==> src/rtl/scan_strobe_pkg.sv <==
package scan_strobe_pkg;

   typedef enum logic {
      SCAN_DOWN = 1'b0,
      SCAN_UP   = 1'b1
   } scan_dir_e;

endpackage

==> src/rtl/cascade_port_ctrl.sv <==
module cascade_port_ctrl
   import scan_strobe_pkg::*;
(
   input  logic      dir_live_i,
   input  scan_dir_e dir_q_i,
   input  logic      dir_valid_i,
   input  logic      carry_i,
   input  logic      lo_in_i,
   input  logic      hi_in_i,
   output logic      start_o,
   output logic      lo_out_o,
   output logic      hi_out_o,
   output logic      lo_oe_o,
   output logic      hi_oe_o
);

   // The receiving pin follows the live direction input.
   always_comb begin
      start_o = dir_live_i ? lo_in_i : hi_in_i;
   end

   // The driving pin follows the direction latched at the last start.
   always_comb begin
      lo_oe_o  = dir_valid_i && (dir_q_i == SCAN_DOWN);
      hi_oe_o  = dir_valid_i && (dir_q_i == SCAN_UP);
      lo_out_o = carry_i;
      hi_out_o = carry_i;
   end

endmodule

==> src/rtl/token_shift_reg.sv <==
module token_shift_reg
   import scan_strobe_pkg::*;
#(
   parameter int STAGES = 26
) (
   input  logic              clk,
   input  logic              rst,
   input  logic              start_i,
   input  logic              dir_live_i,
   input  scan_dir_e         dir_q_i,
   output logic [STAGES-1:0] tok_o
);

   localparam int LAST = STAGES - 1;

   logic [STAGES-1:0] tok_q;
   logic [STAGES-1:0] tok_d;

   for (genvar i = 0; i < STAGES; i++) begin : g_stage
      logic from_lo;
      logic from_hi;
      logic entry;
      if (i == 0) begin : g_first
         assign from_lo = 1'b0;
      end else begin : g_mid_lo
         assign from_lo = tok_q[i-1];
      end
      if (i == LAST) begin : g_last
         assign from_hi = 1'b0;
      end else begin : g_mid_hi
         assign from_hi = tok_q[i+1];
      end
      assign entry = ((i == 0) && dir_live_i) || ((i == LAST) && !dir_live_i);
      assign tok_d[i] = start_i ? entry
                      : ((dir_q_i == SCAN_UP) ? from_lo : from_hi);

      if (i < LAST) begin : g_adv_chk
         AST_ADVANCE_UP: assert property (@(posedge clk) disable iff (rst)
            (!start_i && dir_q_i == SCAN_UP && tok_q[i]) |=> tok_q[i+1]);
         AST_ADVANCE_DOWN: assert property (@(posedge clk) disable iff (rst)
            (!start_i && dir_q_i == SCAN_DOWN && tok_q[i+1]) |=> tok_q[i]);
      end
   end

   always_ff @(posedge clk) begin
      if (rst) begin
         tok_q <= '0;
      end else begin
         tok_q <= tok_d;
      end
   end

   assign tok_o = tok_q;

   AST_ONE_HOT: assert property (@(posedge clk) disable iff (rst)
      $onehot0(tok_q));
   AST_ENTRY_UP: assert property (@(posedge clk) disable iff (rst)
      (start_i && dir_live_i) |=> (tok_q[0] && $countones(tok_q) == 1));
   AST_ENTRY_DOWN: assert property (@(posedge clk) disable iff (rst)
      (start_i && !dir_live_i) |=> (tok_q[LAST] && $countones(tok_q) == 1));

endmodule

==> src/rtl/scan_dir_carry.sv <==
module scan_dir_carry
   import scan_strobe_pkg::*;
(
   input  logic      clk,
   input  logic      rst,
   input  logic      start_i,
   input  logic      dir_live_i,
   input  logic      tok_first_i,
   input  logic      tok_last_i,
   output scan_dir_e dir_q_o,
   output logic      dir_valid_o,
   output logic      carry_o
);

   scan_dir_e dir_q;
   logic      dir_valid_q;
   logic      carry_q;

   always_ff @(posedge clk) begin
      if (rst) begin
         dir_q       <= SCAN_DOWN;
         dir_valid_q <= 1'b0;
         carry_q     <= 1'b0;
      end else begin
         // Leaving the exit stage of the running direction, also when a start is accepted.
         carry_q <= (dir_q == SCAN_UP) ? tok_last_i : tok_first_i;
         if (start_i) begin
            dir_q       <= dir_live_i ? SCAN_UP : SCAN_DOWN;
            dir_valid_q <= 1'b1;
         end
      end
   end

   assign dir_q_o     = dir_q;
   assign dir_valid_o = dir_valid_q;
   assign carry_o     = carry_q;

   AST_CARRY_SINGLE: assert property (@(posedge clk) disable iff (rst)
      carry_q |=> !carry_q);
   AST_CARRY_CAUSE: assert property (@(posedge clk) disable iff (rst)
      carry_q |-> ($past(tok_last_i && dir_q == SCAN_UP)
                || $past(tok_first_i && dir_q == SCAN_DOWN)));
   AST_DIR_HOLD: assert property (@(posedge clk) disable iff (rst)
      !start_i |=> $stable(dir_q));

endmodule

==> src/rtl/scan_strobe_chain.sv <==
module scan_strobe_chain
   import scan_strobe_pkg::*;
#(
   parameter int NUM_CHANNELS = 312,
   parameter int GROUP_SIZE   = 12,
   localparam int STAGES      = NUM_CHANNELS / GROUP_SIZE
) (
   input  logic              clk,
   input  logic              rst,
   input  logic              scan_up,
   input  logic              casc_lo_in,
   input  logic              casc_hi_in,
   output logic              casc_lo_out,
   output logic              casc_hi_out,
   output logic              casc_lo_oe,
   output logic              casc_hi_oe,
   output logic [STAGES-1:0] grp_strobe
);

   if (GROUP_SIZE < 1) begin : g_bad_group
      $error("GROUP_SIZE must be at least 1");
   end
   if ((NUM_CHANNELS % GROUP_SIZE) != 0) begin : g_bad_split
      $error("NUM_CHANNELS must be a whole multiple of GROUP_SIZE");
   end
   if (STAGES < 2) begin : g_bad_stages
      $error("at least two stages are required");
   end

   logic              start;
   logic              carry;
   logic              dir_valid;
   scan_dir_e         dir_q;
   logic [STAGES-1:0] tok;

   cascade_port_ctrl u_port (
      .dir_live_i  (scan_up),
      .dir_q_i     (dir_q),
      .dir_valid_i (dir_valid),
      .carry_i     (carry),
      .lo_in_i     (casc_lo_in),
      .hi_in_i     (casc_hi_in),
      .start_o     (start),
      .lo_out_o    (casc_lo_out),
      .hi_out_o    (casc_hi_out),
      .lo_oe_o     (casc_lo_oe),
      .hi_oe_o     (casc_hi_oe)
   );

   token_shift_reg #(.STAGES(STAGES)) u_shift (
      .clk        (clk),
      .rst        (rst),
      .start_i    (start),
      .dir_live_i (scan_up),
      .dir_q_i    (dir_q),
      .tok_o      (tok)
   );

   scan_dir_carry u_ctl (
      .clk         (clk),
      .rst         (rst),
      .start_i     (start),
      .dir_live_i  (scan_up),
      .tok_first_i (tok[0]),
      .tok_last_i  (tok[STAGES-1]),
      .dir_q_o     (dir_q),
      .dir_valid_o (dir_valid),
      .carry_o     (carry)
   );

   assign grp_strobe = tok;

   AST_PIN_EXCL: assert property (@(posedge clk) disable iff (rst)
      !(casc_lo_oe && casc_hi_oe));
   AST_RESET_QUIET: assert property (@(posedge clk) disable iff (rst)
      !dir_valid |-> (grp_strobe == '0 && !casc_lo_oe && !casc_hi_oe));

endmodule

==> config.mk <==
export PLATFORM = sky130hd
export DESIGN_NAME = scan_strobe_chain
export DESIGN_NICKNAME = d
export VERILOG_FILES = /design/src/rtl/scan_strobe_pkg.sv /design/src/rtl/cascade_port_ctrl.sv /design/src/rtl/token_shift_reg.sv /design/src/rtl/scan_dir_carry.sv /design/src/rtl/scan_strobe_chain.sv
export SDC_FILE = /design/constraint.sdc
export NUM_CORES = 1
export LEC_CHECK = 0
export CORE_MARGIN = 5
export CORE_UTILIZATION = 30
export CTS_CLUSTER_SIZE = 14
export DETAILED_ROUTE_END_ITERATION = 10
export DONT_BUFFER_PORTS = 1
export PLACE_DENSITY = 0.55
export SLEW_MARGIN = 20
export SYNTH_ARGS = -nofsm -noshare
export SYNTH_HDL_FRONTEND = slang
export SYNTH_SLANG_ARGS = --single-unit
==> constraint.sdc <==
create_clock -name clk -period 1.3 [get_ports clk]
set_clock_uncertainty 0.05 [all_clocks]
set_input_delay 0.39 -clock clk [delete_from_list [all_inputs] [get_ports clk]]
set_output_delay 0.39 -clock clk [all_outputs]
set_load 0.05 [all_outputs]
==> results.md <==
* # nets final at 136
* Worst-path fanout max at 2
* Register area share after synthesis at 53.3%
* CP Class: reg2out
* Fraction of the mapped netlist area in adder cells at 0%
* Root Buffer: clkbuf_4
* Crit path from: u_ctl.dir_valid_o
* Synthesized area per cell at 10.8 um2
* GRT overflow at 0
* CTS H-tree lvls at 2
* CP required at 0.86 ns
* Relative max-transition margin at 78.2%
* Startpoint types: flip-flop
* Post-route minimum period at 1.43 ns
* CP Capture Type: primary output
* # DRC at 0
* Setup TNS at -0.244 ns
* FF-to-FF End: u_shift.tok_o[15]
* Main combinational cell family by area after synthesis: multiplexers
* WP buf/inv at 1
* Total Routing Usage GR at 9.70%
* Largest net degree at the start of global routing at 25
* LEAKAGE at 0.635 nW
* Number of global-route vias before repair at 761
* Register area at 629 um2
* GR Layer Usage met1 at 10.8%
* Row count at 21
* Final Max Slew Viols at 0
* Via density at 4.38
* Post-synthesis simple-gate area fraction at 14.5%
* Hold Path Stages at 1
* First-pass GRT wire length at 3660 um
* N_diodes at 0
* Hold Violations, Final at 0
* Core ar. at 0.00342 mm2
* Setup slack, reg-to-reg at 0.19 ns
* Pwr Total at 0.00166 W
* Upper clock frequency limit at 701 MHz
* Drt pass-1 iters at 4
* Post-synth top area cell: dfxtp_1
* Remaining antenna violation count at 0
* Synth warnings at 0
* R2R Path Start: u_ctl.dir_q_o
* Crit share post-route at 110%
* Final setup vio count at 2
* #FFs+latches synth at 29
* I/O Buffers at 0
* Die Y at 70.3 um
* Critical path arrival at 0.99 ns
* Clock Latency Late Sink at 0.32 ns
* Clock buffer depth at 2
* Mux contribution to synthesized area at 23.0%
* Grt met2 use at 13.5%
* Total of fill cells in the finished design at 331
* Synth top area share at 53.3%
* Initial core utilization at 31.9%
* Initial antenna violation count at 0
* Routed vias at 779
* Failing checks: negative setup slack
* Dpl ws at 0.195 ns
* Power Density at 1020 mW/mm2
* Die Width at 70.3 um
* Hold path endpoint: u_ctl.dir_valid_o
* Fin Hold WS at 0.0638 ns
* Critical path's slowest cell: dfxtp_2
* Cell variety after synth at 15
* Syn Inst Count at 101
* Die ar. at 0.00494 mm2
* Routing usage on met3 at 7.46%
* Post-synthesis share of cell area spent on xor and xnor gates at 0%
* RSZ-0062 raised after global routing: true
* Crit path cell chain: buf_4, and2_4
* Clock sink total at 29
* Compound-Gate Fraction of Synth Area at 1.95%
* Total CTS buffers at 5
* Layout area overhead at 49.9%
* MaxCap Viol Count at 0
* Clock-pin slew on the worst setup and hold paths at 0.09 ns
* Gp weighted congestion at 0.637
* WL/cell at 12.9 um
* Design area at 0.00163 mm2
* Worst-case reg-to-reg path depth at 3
* Cts hold-fix bufs at 0
* Synthesized cell area at 0.00109 mm2
* HPWL Detailed at 1660 um
* Post-Syn Nets at 106
* Initial DRC count at 24
* DP Area at 0.00137 mm2
* Family with the most delay on the worst path: flip-flops
* Worst-margin pin slew at 0.326 ns
* Hold path startpoint: rst
* Worst min-delay path class: in2reg
* Outcome: complete, but fails checks
* GRT busiest layer: met2
* Area contributors post-synth: dfxtp_1, mux2i_1, nor2_1, buf_4, buf_6
* Share of cells above drive strength 1 at 56.1%
* Routed wire length at 2300 um
* VDD IR-drop max at 0.521 mV
* Final WS setup at -0.126 ns
* Multi-input logic area at 439 um2
* CTS tree: yes
* Top-level I/O count at 35
* Largest stage delay on the critical path at 0.34 ns
-- through the flow --
step / instances / utilization (%)
2_1_floorplan: 101 / -
3_3_place_gp: 168 / 40.1
3_5_place_dp: 168 / 40.1
4_1_cts: 178 / 44.7
5_1_grt: 178 / 47.8
6_report: 178 / 47.8
-- per-layer routing --
metal	vias up	share of wire (%)	routed length [um]
met5	-	0	0
met4	0	0.91	21
met3	4	12	271
met2	28	47	1080
met1	357	40	929
li1	390	-	-
-- repair_timing --
item | 4_1_cts | 5_1_grt
pin swaps | 1 | 1
buffers inserted | 2 | 0
resized for setup | 29 | 39
setup endpoints to repair | 22 | 30
-- how the worst max path moves through the flow --
stage                 endpoint  cells after the start  slack [ns]
global route        casc_lo_oe                      2       -0.18
global placement    casc_lo_oe                      2        0.21
floorplan           casc_lo_oe                      3      0.0005
CTS                 casc_lo_oe                      2       -0.16
finish              casc_hi_oe                      2       -0.13
detailed placement  casc_lo_oe                      2        0.19
-- where the power goes --
part | leakage [nW] | switching, W | internal [W] | total (W)
clock network | 0.0413 | 0.000308 | 0.000313 | 0.000621
registers | 0.250 | 0.00000770 | 0.000888 | 0.000896
logic | 0.344 | 0.0000902 | 0.0000571 | 0.000147
total | 0.635 | 0.000406 | 0.00126 | 0.00166
-- placed cells by master (no fill, tap or decap) --
| cell | instances |
|---|---|
| a21oi_1 | 3 |
| a31oi_1 | 1 |
| and2_4 | 1 |
| buf_12 | 5 |
| buf_4 | 5 |
| buf_6 | 9 |
| buf_8 | 13 |
| clkbuf_4 | 5 |
| clkbuf_8 | 2 |
| clkinv_2 | 1 |
| dfxtp_2 | 24 |
| dfxtp_4 | 5 |
| inv_2 | 1 |
| mux2i_1 | 25 |
| nand2_1 | 2 |
| nand2b_4 | 1 |
| nand3_1 | 1 |
| nand3b_1 | 1 |
| nand3b_4 | 1 |
| nor2_1 | 25 |
| nor2_4 | 1 |
-- cells in the mapped netlist --
cell and number:
nand2_1 2, nand3b_1 1, mux2i_1 25, inv_1 1
buf_2 1, buf_6 3, a21oi_1 3, nand2b_4 1
a31oi_1 1, nand3b_4 1, buf_4 5, nor2_1 26
and2_1 1, dfxtp_1 29, nand3_1 1
-- state kept, by name, summed over array words and instances, names as in the netlist --
name               cells
u_ctl.dir_valid_o      1
u_ctl.carry_o          1
u_ctl.dir_q_o          1
u_shift.tok_o         26
-- area by class of cell --
cell class	count	area share, %
clock inverters	1	0.306
flip-flops and latches	29	38.5
multi-input cells	62	26.9
inverters	1	0.230
clock buffers	7	3.98
repair buffers	32	26.6
well taps	46	3.52
-- kinds of logic (layout without fill, tap and decap cells) --
group                  Yosys count  after routing
AOI/OAI and AO/OA                4              4
buffers and inverters           10             41
DFF                             29             29
muxes                           25             25
and+or+nand+nor                 33             33
Power figures use the tool's default switching activity.
